## src/rtl/adc_rd_pkg.sv

```systemverilog
package adc_rd_pkg;

  typedef enum logic [1:0] {
    FR_DUMMY = 2'd0,
    FR_REAL  = 2'd1,
    FR_SHDN  = 2'd2
  } frame_kind_e;

  // number of system clocks that cover ns nanoseconds, rounded up
  function automatic int ns_to_clks(input int ns, input int clk_hz);
    return (ns * (clk_hz / 1000) + 999_999) / 1_000_000;
  endfunction

endpackage

```

## src/rtl/adc_rd_sat_timer.sv

```systemverilog
module adc_rd_sat_timer #(
  parameter int LIMIT = 4
) (
  input  logic clk,
  input  logic rst,
  input  logic clr,
  output logic done
);
  localparam int W = $clog2(LIMIT + 1);

  logic [W-1:0] cnt;

  always_ff @(posedge clk) begin
    if (rst)                    cnt <= W'(LIMIT);
    else if (clr)               cnt <= '0;
    else if (cnt != W'(LIMIT))  cnt <= cnt + W'(1);
  end

  assign done = (cnt == W'(LIMIT));
endmodule

```

## src/rtl/adc_rd_sclk_eng.sv

```systemverilog
module adc_rd_sclk_eng #(
  parameter int HALF   = 7,
  parameter int WORD   = 16,
  parameter int CAP_W  = 13
) (
  input  logic                          clk,
  input  logic                          rst,
  input  logic                          go,
  input  logic [$clog2(WORD+1)-1:0]     n_edges,
  input  logic                          sdata,
  output logic                          sclk,
  output logic                          cs_n,
  output logic                          track_pulse,
  output logic                          done,
  output logic [CAP_W-1:0]              cap
);
  localparam int DW = $clog2(HALF + 1);
  localparam int EW = $clog2(WORD + 1);

  logic          active;
  logic [DW-1:0] div;
  logic [EW-1:0] rises;

  always_ff @(posedge clk) begin
    if (rst) begin
      sclk        <= 1'b1;
      cs_n        <= 1'b1;
      active      <= 1'b0;
      div         <= '0;
      rises       <= '0;
      cap         <= '0;
      track_pulse <= 1'b0;
      done        <= 1'b0;
    end else begin
      track_pulse <= 1'b0;
      done        <= 1'b0;
      if (go && !active) begin
        cs_n   <= 1'b0;
        active <= 1'b1;
        div    <= '0;
        rises  <= '0;
        cap    <= '0;
      end else if (active) begin
        if (div == DW'(HALF - 1)) begin
          div <= '0;
          if (sclk) begin
            sclk <= 1'b0;
          end else begin
            sclk  <= 1'b1;
            rises <= rises + EW'(1);
            if (rises < EW'(CAP_W))
              cap <= {cap[CAP_W-2:0], sdata};
            if (rises + EW'(1) == EW'(CAP_W))
              track_pulse <= 1'b1;
            if (rises + EW'(1) == n_edges) begin
              cs_n   <= 1'b1;
              active <= 1'b0;
              done   <= 1'b1;
            end
          end
        end else begin
          div <= div + DW'(1);
        end
      end
    end
  end
endmodule

```

## src/rtl/adc_sample_reader.sv

```systemverilog
module adc_sample_reader
  import adc_rd_pkg::*;
#(
  parameter int CLK_HZ      = 50_000_000,
  parameter int SCLK_HALF   = 7,
  parameter int FRAME_SCLKS = 20,
  parameter int ACQ_NS      = 350,
  parameter int QUIET_NS    = 50,
  parameter int SHDN_EDGES  = 4,
  parameter int DATA_W      = 10
) (
  input  logic              clk,
  input  logic              rst,
  input  logic              start,
  input  logic              continuous,
  input  logic              low_power,
  output logic              sclk,
  output logic              cs_n,
  input  logic              sdata,
  output logic              busy,
  output logic [DATA_W-1:0] result,
  output logic              result_valid,
  output logic              frame_error
);
  localparam int LEAD       = 3;
  localparam int TRAIL      = 3;
  localparam int CAP_W      = LEAD + DATA_W;
  localparam int WORD       = CAP_W + TRAIL;
  localparam int EW         = $clog2(WORD + 1);
  localparam int ACQ_CLKS   = ns_to_clks(ACQ_NS, CLK_HZ);
  localparam int QUIET_CLKS = ns_to_clks(QUIET_NS, CLK_HZ);
  localparam int FRAME_CLKS = FRAME_SCLKS * 2 * SCLK_HALF;

  frame_kind_e      kind, next_kind;
  logic             pend, shdn_pend, need_dummy;
  logic             go, gate_ok;
  logic             quiet_ok, acq_ok, period_ok;
  logic             track_pulse, eng_done;
  logic [CAP_W-1:0] cap;
  logic [EW-1:0]    n_edges;

  assign next_kind = shdn_pend ? FR_SHDN : (need_dummy ? FR_DUMMY : FR_REAL);
  assign n_edges   = (kind == FR_SHDN) ? EW'(SHDN_EDGES) : EW'(WORD);
  assign gate_ok   = cs_n && !eng_done && quiet_ok && acq_ok && period_ok;
  assign go        = gate_ok && (pend || shdn_pend);
  assign busy      = pend || shdn_pend || !cs_n || eng_done;

  adc_rd_sclk_eng #(
    .HALF  (SCLK_HALF),
    .WORD  (WORD),
    .CAP_W (CAP_W)
  ) u_eng (
    .clk         (clk),
    .rst         (rst),
    .go          (go),
    .n_edges     (n_edges),
    .sdata       (sdata),
    .sclk        (sclk),
    .cs_n        (cs_n),
    .track_pulse (track_pulse),
    .done        (eng_done),
    .cap         (cap)
  );

  adc_rd_sat_timer #(.LIMIT(QUIET_CLKS)) u_quiet (
    .clk (clk), .rst (rst), .clr (eng_done), .done (quiet_ok)
  );

  adc_rd_sat_timer #(.LIMIT(ACQ_CLKS)) u_acq (
    .clk  (clk),
    .rst  (rst),
    .clr  (track_pulse || (eng_done && kind == FR_SHDN)),
    .done (acq_ok)
  );

  adc_rd_sat_timer #(.LIMIT(FRAME_CLKS)) u_period (
    .clk (clk), .rst (rst), .clr (go), .done (period_ok)
  );

  always_ff @(posedge clk) begin
    if (rst) begin
      kind         <= FR_REAL;
      pend         <= 1'b0;
      shdn_pend    <= 1'b0;
      need_dummy   <= 1'b1;
      result       <= '0;
      result_valid <= 1'b0;
      frame_error  <= 1'b0;
    end else begin
      result_valid <= 1'b0;
      if (go)
        kind <= next_kind;
      if (!busy && (start || continuous))
        pend <= 1'b1;
      if (eng_done) begin
        case (kind)
          FR_DUMMY: need_dummy <= 1'b0;
          FR_REAL: begin
            result       <= cap[DATA_W-1:0];
            frame_error  <= |cap[CAP_W-1 -: LEAD];
            result_valid <= 1'b1;
            pend         <= continuous;
            if (low_power)
              shdn_pend <= 1'b1;
          end
          FR_SHDN: begin
            shdn_pend  <= 1'b0;
            need_dummy <= 1'b1;
          end
          default: ;
        endcase
      end
    end
  end
endmodule

```

## config.mk

```make
export PLATFORM = sky130hd
export DESIGN_NAME = adc_sample_reader
export DESIGN_NICKNAME = d
export VERILOG_FILES = /design/src/rtl/adc_rd_pkg.sv /design/src/rtl/adc_rd_sat_timer.sv /design/src/rtl/adc_rd_sclk_eng.sv /design/src/rtl/adc_sample_reader.sv
export SDC_FILE = /design/constraint.sdc
export NUM_CORES = 1
export LEC_CHECK = 0
export ABC_AREA = 1
export BUFFER_PORTS_ARGS = -buffer_cell sky130_fd_sc_hd__buf_2
export CAP_MARGIN = 10
export CORE_UTILIZATION = 50
export CTS_CLUSTER_SIZE = 14
export DETAILED_ROUTE_END_ITERATION = 6
export PLACE_DENSITY = 0.69
export REMOVE_ABC_BUFFERS = 1
export SLEW_MARGIN = 20
export SYNTH_ARGS = -nofsm -noshare
export SYNTH_HDL_FRONTEND = slang
export SYNTH_SLANG_ARGS = --single-unit
```

## constraint.sdc

```tcl
create_clock -name clk -period 1.75 [get_ports clk]
set_input_delay 0.175 -clock clk [delete_from_list [all_inputs] [get_ports clk]]
set_output_delay 0.175 -clock clk [all_outputs]
set_load 0.02 [all_outputs]
```

-- Word-level counts from Yosys, hierarchy flattened
Index checks and enable logic that the tools add are counted.
Widths: inputs -> output; s select.
- $add $sub $neg: 5
- $lt $le $gt $ge: 1
- eq/ne operators: 13
- mux-type cells: 30
- bitwise gates (word level): 5
- reductions and logical operators: 39
- operators by type and width (operator ; number):
    $mux 1 ; 19
    $mux 9 ; 2
    $reduce_bool 2->1 ; 8
    $mux 5 ; 3
    $add 5x1->5 const B ; 2
    $add 9x1->9 const B ; 1
    $eq 9x9->1 const B ; 1
    $ne 9x9->1 const B ; 1
    $reduce_and 3->1 ; 3
    $logic_and 1x1->1 ; 8
    $reduce_and 4->1 ; 2
    $reduce_or 2->1 ; 4
    $mux 2 ; 3
    $ne 2x2->1 const B ; 3
    $eq 5x4->1 const B ; 1
    $eq 5x5->1 ; 1
    $eq 5x5->1 const B ; 1
    $logic_or 1x1->1 ; 5
    $lt 5x4->1 const B ; 1
    $ne 5x5->1 const B ; 1
    $not 1->1 ; 5
    $reduce_or 5->1 ; 1
    $eq 2x2->1 const B ; 2
    $logic_not 1->1 ; 4
    9 further kinds ; 11
- register bits after elaboration: 59
- output and inout bits: 15
- word-level logic and storage cells: 113

-- Depth between registers and ports, before layout
Gate-level depths: netlist (run 1).
- depth after elaboration: 9
- depth in mapped cells: 10

-- By module
Synthesis (run 1) repeated with hierarchy kept, for this count alone.
- cells, all modules: 378
- area, all modules: 2705.1 um2
- by module, submodules not included (module ; times used ; cells each ; area each (um2) ; seq. area each (um2)):
    adc_rd_sclk_eng ; 1 ; 155 ; 1153.6 ; 520.5
    adc_sample_reader ; 1 ; 95 ; 676.9 ; 340.3
    adc_rd_sat_timer at u_period ; 1 ; 77 ; 509.2 ; 180.2
    adc_rd_sat_timer at u_acq ; 1 ; 38 ; 267.8 ; 100.1
    adc_rd_sat_timer at u_quiet ; 1 ; 13 ; 97.6 ; 40.0

-- Worst setup path before layout (run 1)
No wires, ideal clock.
- path kind: flip-flop to flip-flop
- start: register u_period.cnt[0]
- end: register u_eng.cap[1]
- setup time: 113 ps
- data arrival time: 1302 ps
- path slack: 334 ps
- stages on the path, launching flop included: 11
- path buffers: 1
- period minus slack after synthesis: 1416 ps
- cell sequence: dfxtp_1 -> inv_1 -> ha_1 -> inv_1 -> nor2_1 -> nand2_2 -> nor2_8 -> nand3_2 -> nand2_2 -> buf_6 -> nor2_2
- longest elaborated chain between the ends: 5
- ends and longest elaborated chain (item ; RTL line ; RTL):
    start, declared ; adc_rd_sat_timer.sv:11 ; logic [W-1:0] cnt;
    start signal, assigned ; adc_rd_sat_timer.sv:14 ; if (rst) cnt <= W'(LIMIT);
    start signal, assigned ; adc_rd_sat_timer.sv:16 ; else if (cnt != W'(LIMIT)) cnt <= cnt + W'(1);
    $eq 9x9->1 ; adc_rd_sat_timer.sv:19 ; assign done = (cnt == W'(LIMIT));
    $logic_and 1x1->1 ; adc_sample_reader.sv:44 ; assign gate_ok = cs_n && !eng_done && quiet_ok && acq_ok && period_ok;
    $logic_and 1x1->1 ; adc_sample_reader.sv:45 ; assign go = gate_ok && (pend || shdn_pend);
    $logic_and 1x1->1 ; adc_rd_sclk_eng.sv:37 ; if (go && !active) begin
    $reduce_or 2->1 (no source line) ; n/a ;
    end signal, assigned ; adc_rd_sclk_eng.sv:52 ; cap <= {cap[CAP_W-2:0], sdata};
    end, declared ; adc_rd_sclk_eng.sv:15 ; output logic [CAP_W-1:0] cap
Every way passes these cells.
A chain may end at the register's enable or synchronous reset.

-- Final worst setup path (run 1)
- start: register u_period.cnt[0]
- end: register u_eng.cap[7]
Same word-level chain as after synthesis.

==> results.cfg, run 1 <==
[setup_path]
timing.rr.start = u_period.cnt[0]$_SDFFE_PP0N_
crit_path_max_incr_delay_ps = 350
endpoint_kind = flip-flop
reg2reg_depth = 10
crit_slowest_cell = dfxtp_1
startpoint = u_period.cnt[0]$_SDFFE_PP0N_
cp_max_fo = 21
start_kind = flip-flop
crit_end = u_eng.cap[7]$_SDFFE_PP0P_
critPathKind = flip-flop to flip-flop
r2r_slack_ps = 170
arrival_ps = 1800
crit_chain = inv_1 -> ha_1 -> inv_1 -> nor2_1 -> nand2_2 -> nor2_8 -> nand3_2 -> nand2_2 -> buf_12 -> nor2_1
worstPathRequired_ps = 1970
timing.rr.end = u_eng.cap[7]$_SDFFE_PP0P_

[timing]
grt_setup_unrepaired = no
hold_violations = 0
skew_ps = 5.39
setup_tns_ps = 0
slew_headroom_pct = 67.6
whs_ps = 71.8
drv_slew = 0
fin_crit_sh_pct = 90.1
setup_viol = 0
worst_slew_pin_slew_ps = 485
finalCriticalPeriod_ps = 1580
fmax_mhz = 634

[clock_tree]
cts_hold_buf = 0
cts-root-buf = clkbuf_8
cts_buffers = 9
clock_sink_count = 59
htree_num_levels = 3
clock_latency_ps = 330
cts_tree = done
cts_resized = 0
postCtsSetupRepairBufs = 0
cts_buffer_depth = 2
cts.clk_slew.worst_paths_ps = 70

[global_routing]
grt_util_all_layers_pct = 18.7
grt_pass1_wl_um = 8670
grt_overflow = 0
grt_pass1_vias = 2024
grt_max_degree = 27
antenna_found_initial = 0

[finish]
num-nets-final = 389
layout-drive-gt1-share_pct = 21.8
ff_latch_area_sq_um = 1180
fillerInstances = 491
final_cells = 451
final_core_util_pct = 60.0
finalInstanceArea_sq_um = 3120
syn_to_final_growth_pct = 13.4
multi_input_area_sq_um = 1300
diodes = 0

[detailed_routing]
first_pass_iters = 5
drc = 0
viasPerCell = 4.70
finalWirelength_um = 4620
drtIter0Drc = 57
num_vias = 2121
antenna_left = 0
wire_per_inst_um = 10.2

[logic_synthesis]
synthMostInstantiatedCell = dfxtp_1
yosysWarnings = 0
synthAdderAreaFrac_pct = 3.18
synth_top_family_by_area = simple AND/OR/NAND/NOR gates
synth_top_cell_by_area = dfxtp_1
post_synth_mux_area_share_pct = 0
ys_top_cells_by_area = dfxtp_1, nand2_1, inv_1
synth_top_area_share_pct = 42.9
synth-compound-area-share_pct = 14.2
avgSynthCellArea_sq_um = 7.85
synthXorXnorAreaFrac_pct = 2.54
ys_ff_latch = 59
syn_area_sq_um = 2750
synth-edff-count = 0
synth_common_cells = dfxtp_1, nand2_1, inv_1
ys_async_sr_fraction_pct = 0
yosysSeqAreaShare_pct = 42.9
yosysUniqueCellTypes = 32
synthFlopType = dfxtp_1
synth-simple-area-share_pct = 27.4
synth_cells = 351

[floorplan]
die-area_sq_um = 5810
core_area_sq_um = 5200
die_width_um = 76.2
floorplan.initialDensity_pct = 52.9
die_h_um = 76.2
ios = 21
rows = 26

[placement]
placed_area_sq_um = 2900
dp_hpwl_um = 3290
port_buffers = 20
gp_congestion = 0.788
placed_cells_incl_taps = 435

[power_and_ir_drop]
internal_power_uw = 2590
ir_drop_v = 0.000899
power.net_switching_uw = 1160
power_density_nw_per_um2 = 1200
netSwitchingFraction_pct = 31.0
p_seq_share_pct = 41.4
clkPwrFrac_pct = 36.8
combPwrFrac_pct = 21.8
p_leak_uw = 0.00133

[run]
drv_cap = 0

[hold_path]
hold_path.class = input pin to flip-flop

[run_status]
status = finished clean
## routing by layer
metal	share of wire, %	routed length, um	GRT usage (%)	vias up
li1	-	-	-	1176
met1	50	2320	22.9	909
met2	45	2090	30.0	32
met3	3.7	170	7.19	4
met4	0.78	36	6.35	0
met5	0	0	0	-
## registers in the layout, indices dropped and copies added (netlist names), 2 cells and up
name / flops
kind: 2
result: 10
u_acq.cnt: 5
u_eng.cap: 13
u_eng.div: 3
u_eng.rises: 5
u_period.cnt: 9
u_quiet.cnt: 2
## power groups by stage
stage	Clock, uW	Sequential, uW	Combinational (uW)
final	1380	1550	817
after global placement	0	1580	816
after global routing	1480	1570	946
after floorplan	0	1570	652
after detailed placement	0	1580	823
after CTS	1420	1550	829
## critical path, delay by kind of cell, from the launching register on
family,cells,cell delay [ps]
flip-flops,1,350
AND/OR/NAND/NOR,6,680
adder cells (fa/ha/maj),1,130
buffers and inverters,3,290
## layout by cell type (no fill, tap or decap), types with 3 or more instances in the layout
cell type | netlist | routed
a21oi_1 | 24 | 24
buf_2 | 2 | 20
buf_4 | 0 | 3
clkbuf_8 | 0 | 10
dfxtp_1 | 59 | 59
ha_1 | 7 | 7
inv_1 | 47 | 47
nand2_1 | 55 | 55
nand2_2 | 6 | 6
nand3_1 | 27 | 27
nand4_1 | 6 | 6
nor2_1 | 33 | 33
nor2_2 | 16 | 16
nor3_1 | 3 | 3
o21ai_0 | 23 | 23
o21ai_2 | 13 | 13
xor2_1 | 6 | 6
## layout make-up
class	instances	area share, %
multi-input cells	233	41.7
flip-flops and latches	59	37.8
inverters	49	5.89
repair buffers	24	4.57
clock buffers	10	4.41
clock inverters	6	2.84
well taps	70	2.80
## how the worst min path moves through the flow
stage | startpoint | to | slack [ps] | depth (start not counted)
final | rst | u_eng.done$_SDFF_PP0_ | 70 | 2
after CTS | rst | u_eng.done$_SDFF_PP0_ | 50 | 2
after floorplan | rst | u_eng.done$_SDFF_PP0_ | 250 | 1
after detailed placement | rst | u_eng.done$_SDFF_PP0_ | 410 | 2
after global routing | low_power | shdn_pend$_SDFFE_PP0P_ | 60 | 2
after global placement | low_power | shdn_pend$_SDFFE_PP0P_ | 400 | 2
## through the flow
stage                     total power (uW)  worst slack (ps)
after global routing                  4000              35.3
after CTS                             3810               162
after global placement                2400               223
after detailed placement              2410               173
final                                 3750               173
after floorplan                       2220               168
## cell families (layout without fill, tap and decap cells)
family,Yosys count,count (layout)
flip-flops,59,59
XOR/XNOR,8,8
AND/OR/NAND/NOR,154,154
adder cells (fa/ha/maj),7,7
buffers and inverters,59,89
AO/OA/AOI/OAI,64,64
No activity file was read; power rests on OpenSTA's default activity.
==> run 2, diff against run 1 <==
ABC_AREA = unset   (was 1)
PLACE_DENSITY = 0.7   (was 0.69)
==> run 2 against run 1 <==
  * First-iteration DRC count increased by 40%
  * Total power is 8.2% higher
  * Clock power is 9% higher
  * Core utilization rose by 3.5 points
  * Clock skew is 2.0 ps higher
  * Critical path depth is 4 lower
  * Via count down 8.7%
  * Critical endpoint is now u_eng.cs_n$_SDFFE_PP1P_
  * Largest cell class unchanged
  * Largest power group unchanged
==> results.cfg, run 2 <==
[finish]
largest-register = u_eng.cap
layout_common_cells = dfxtp_1, nand2_1, nor2_1, buf_2, a21oi_1
syn_to_final_growth_pct = 20.0
reg_top3 = u_eng.cap: 13 flops, result: 10 flops, u_period.cnt: 9 flops
layout-drive-gt1-share_pct = 20.2
diodes = 0
num-nets-final = 320
mostFrequentLayoutCell = dfxtp_1
largest_register_ffs = 13

[clock_tree]
cts_buffers = 9
clock_latency_ps = 340
cts.clk_slew.worst_paths_ps = 60
cts-root-buf = clkbuf_8
clock_sink_count = 59
cts_buffer_depth = 2
htree_num_levels = 3
cts_hold_buf = 0
cts_tree = done

[run]
drv_cap = 0

[floorplan]
die_width_um = 73.2
die_h_um = 73.2
die-area_sq_um = 5350
floorplan.initialDensity_pct = 52.9
core_area_sq_um = 4790
ios = 21
rows = 25

[power_and_ir_drop]
power.net_switching_uw = 1170
netSwitchingFraction_pct = 28.8
finalPower_uw = 4060
internal_power_uw = 2890
clkPwrFrac_pct = 37.3
p_leak_uw = 0.00119
power_density_nw_per_um2 = 1330
combPwrFrac_pct = 23.7
p_seq_share_pct = 39.0
ir_drop_v = 0.000830

[detailed_routing]
antenna_left = 0
drc = 0
finalWirelength_um = 4740
wire_per_inst_um = 12.5
first_pass_iters = 4
viasPerCell = 5.11
drtIter0Drc = 80
num_vias = 1937

[timing]
fin_crit_sh_pct = 98.5
finalCriticalPeriod_ps = 1720
fmax_mhz = 580
hold_violations = 0
grt_setup_unrepaired = yes
setup_ws_ps = 27.0
drv_slew = 0
whs_ps = 55.0
slew_headroom_pct = 68.9
setup_viol = 0
worst_slew_pin_slew_ps = 466
skew_ps = 7.39

[placement]
gp_congestion = 0.798
port_buffers = 20
dp_hpwl_um = 3340
dp_slack_ps = 87.8

[logic_synthesis]
synth-edff-count = 0
synthFlopType = dfxtp_1
ys_ff_latch = 59
synth_common_cells = dfxtp_1, nand2_1, nor2_1
yosysUniqueCellTypes = 44
synth_top_cell_by_area = dfxtp_1
avgSynthCellArea_sq_um = 9.14
yosysSeqAreaShare_pct = 46.7
synthMostInstantiatedCell = dfxtp_1
ys_async_sr_fraction_pct = 0
yosysWarnings = 0
ys_top_cells_by_area = dfxtp_1, mux2i_1, nand2_1
synth_top_area_share_pct = 46.7
synth_cells = 277
syn_area_sq_um = 2530

[setup_path]
crit_slowest_cell = dfxtp_2
critPathKind = flip-flop to flip-flop
cp_max_fo = 4
worstPathRequired_ps = 1960
arrival_ps = 1930
endpoint_kind = flip-flop
start_kind = flip-flop
crit_path_max_incr_delay_ps = 330
crit_chain = inv_2 -> ha_1 -> and4bb_1 -> nand4_1 -> o31a_1 -> or3_1

[run_status]
status = finished clean

[hold_path]
hold_path.class = input pin to flip-flop

[global_routing]
grt_util_all_layers_pct = 19.9
grt_pass1_wl_um = 7980
grt_max_degree = 22
grt_pass1_vias = 1740
antenna_found_initial = 0
grt_overflow = 0
run 2: cell types whose count changed after synthesis, moves of 13 or more:
cell     previous run  this run
o21ai_0            23         8
o21ai_2            13         0
nand3_1            27         8
nor2_2             16         0
mux2i_1             0        15
nand2_1            55        34
inv_1              47         9
run 2: final cells by class:
cell class,count,area [sq um]
Fill cell,413,1750
Multi-Input combinational cell,194,1260
Sequential cell,59,1180
Timing Repair Buffer,34,230
Clock buffer,10,138
Clock inverter,6,113
Tap cell,67,83.8
Inverter,9,33.8
run 2: worst paths after layout:
check / from / endpoint / slack (ps) / cells after the start
max: u_acq.cnt[0]$_SDFFE_PP0P_ / u_eng.cs_n$_SDFFE_PP1P_ / 30 / 6
min: low_power / shdn_pend$_SDFFE_PP0P_ / 60 / 2
max reg2reg: u_acq.cnt[0]$_SDFFE_PP0P_ / u_eng.cs_n$_SDFFE_PP1P_ / 30 / 6
min reg2reg: result[6]$_SDFFE_PP0P_ / result[6]$_SDFFE_PP0P_ / 450 / 2
run 2: through the flow:
step / cell area, sq um / cells / utilization, % / TNS (ps)
2_1_floorplan: 2460 / 262 / - / -6740
3_3_place_gp: 2770 / 362 / 57.8 / 0
3_5_place_dp: 2770 / 362 / 57.8 / 0
4_1_cts: 3020 / 378 / 63.0 / 0
5_1_grt: 3040 / 379 / 63.5 / -33.0
6_report: 3040 / 379 / 63.5 / 0
run 2: logic make-up (layout without fill, tap and decap cells):
logic type,after synthesis,count (layout),share of synthesized area (%)
flip-flops,59,59,46.7
XOR/XNOR,19,19,6.57
multiplexers,15,15,5.93
AND/OR/NAND/NOR,112,112,23.1
AO/OA/AOI/OAI,41,41,10.1
buffers and inverters,24,59,4.15
adder cells (fa/ha/maj),7,7,3.46
run 2: timing repair:
action,4_1_cts,5_1_grt
buffers inserted,0,1
resized for setup,0,5
setup endpoints to repair,1,8
pin swaps,1,2
run 2: worst max-delay path: cells and delay by family, from the launching register on:
kind	cells	cell delay, ps
fa+ha+maj	1	130
compound gates	1	330
simple gates	3	750
buf+inv	1	60
flops	1	330
run 2: metal layers:
layer,wire length [um],GRT usage [%],vias up,share of wire (%)
met1,2310,24.5,890,49
met4,62,8.28,0,1.3
met3,146,7.73,6,3.1
li1,-,-,1016,-
met2,2220,31.2,25,47
met5,0,0,-,0
run 2: power by group through the flow:
stage,clock (uW),combinational (uW),sequential (uW)
2_1_floorplan,0,599,1600
3_3_place_gp,0,898,1600
3_5_place_dp,0,900,1600
4_1_cts,1550,922,1580
5_1_grt,1620,1070,1590
6_report,1510,960,1580
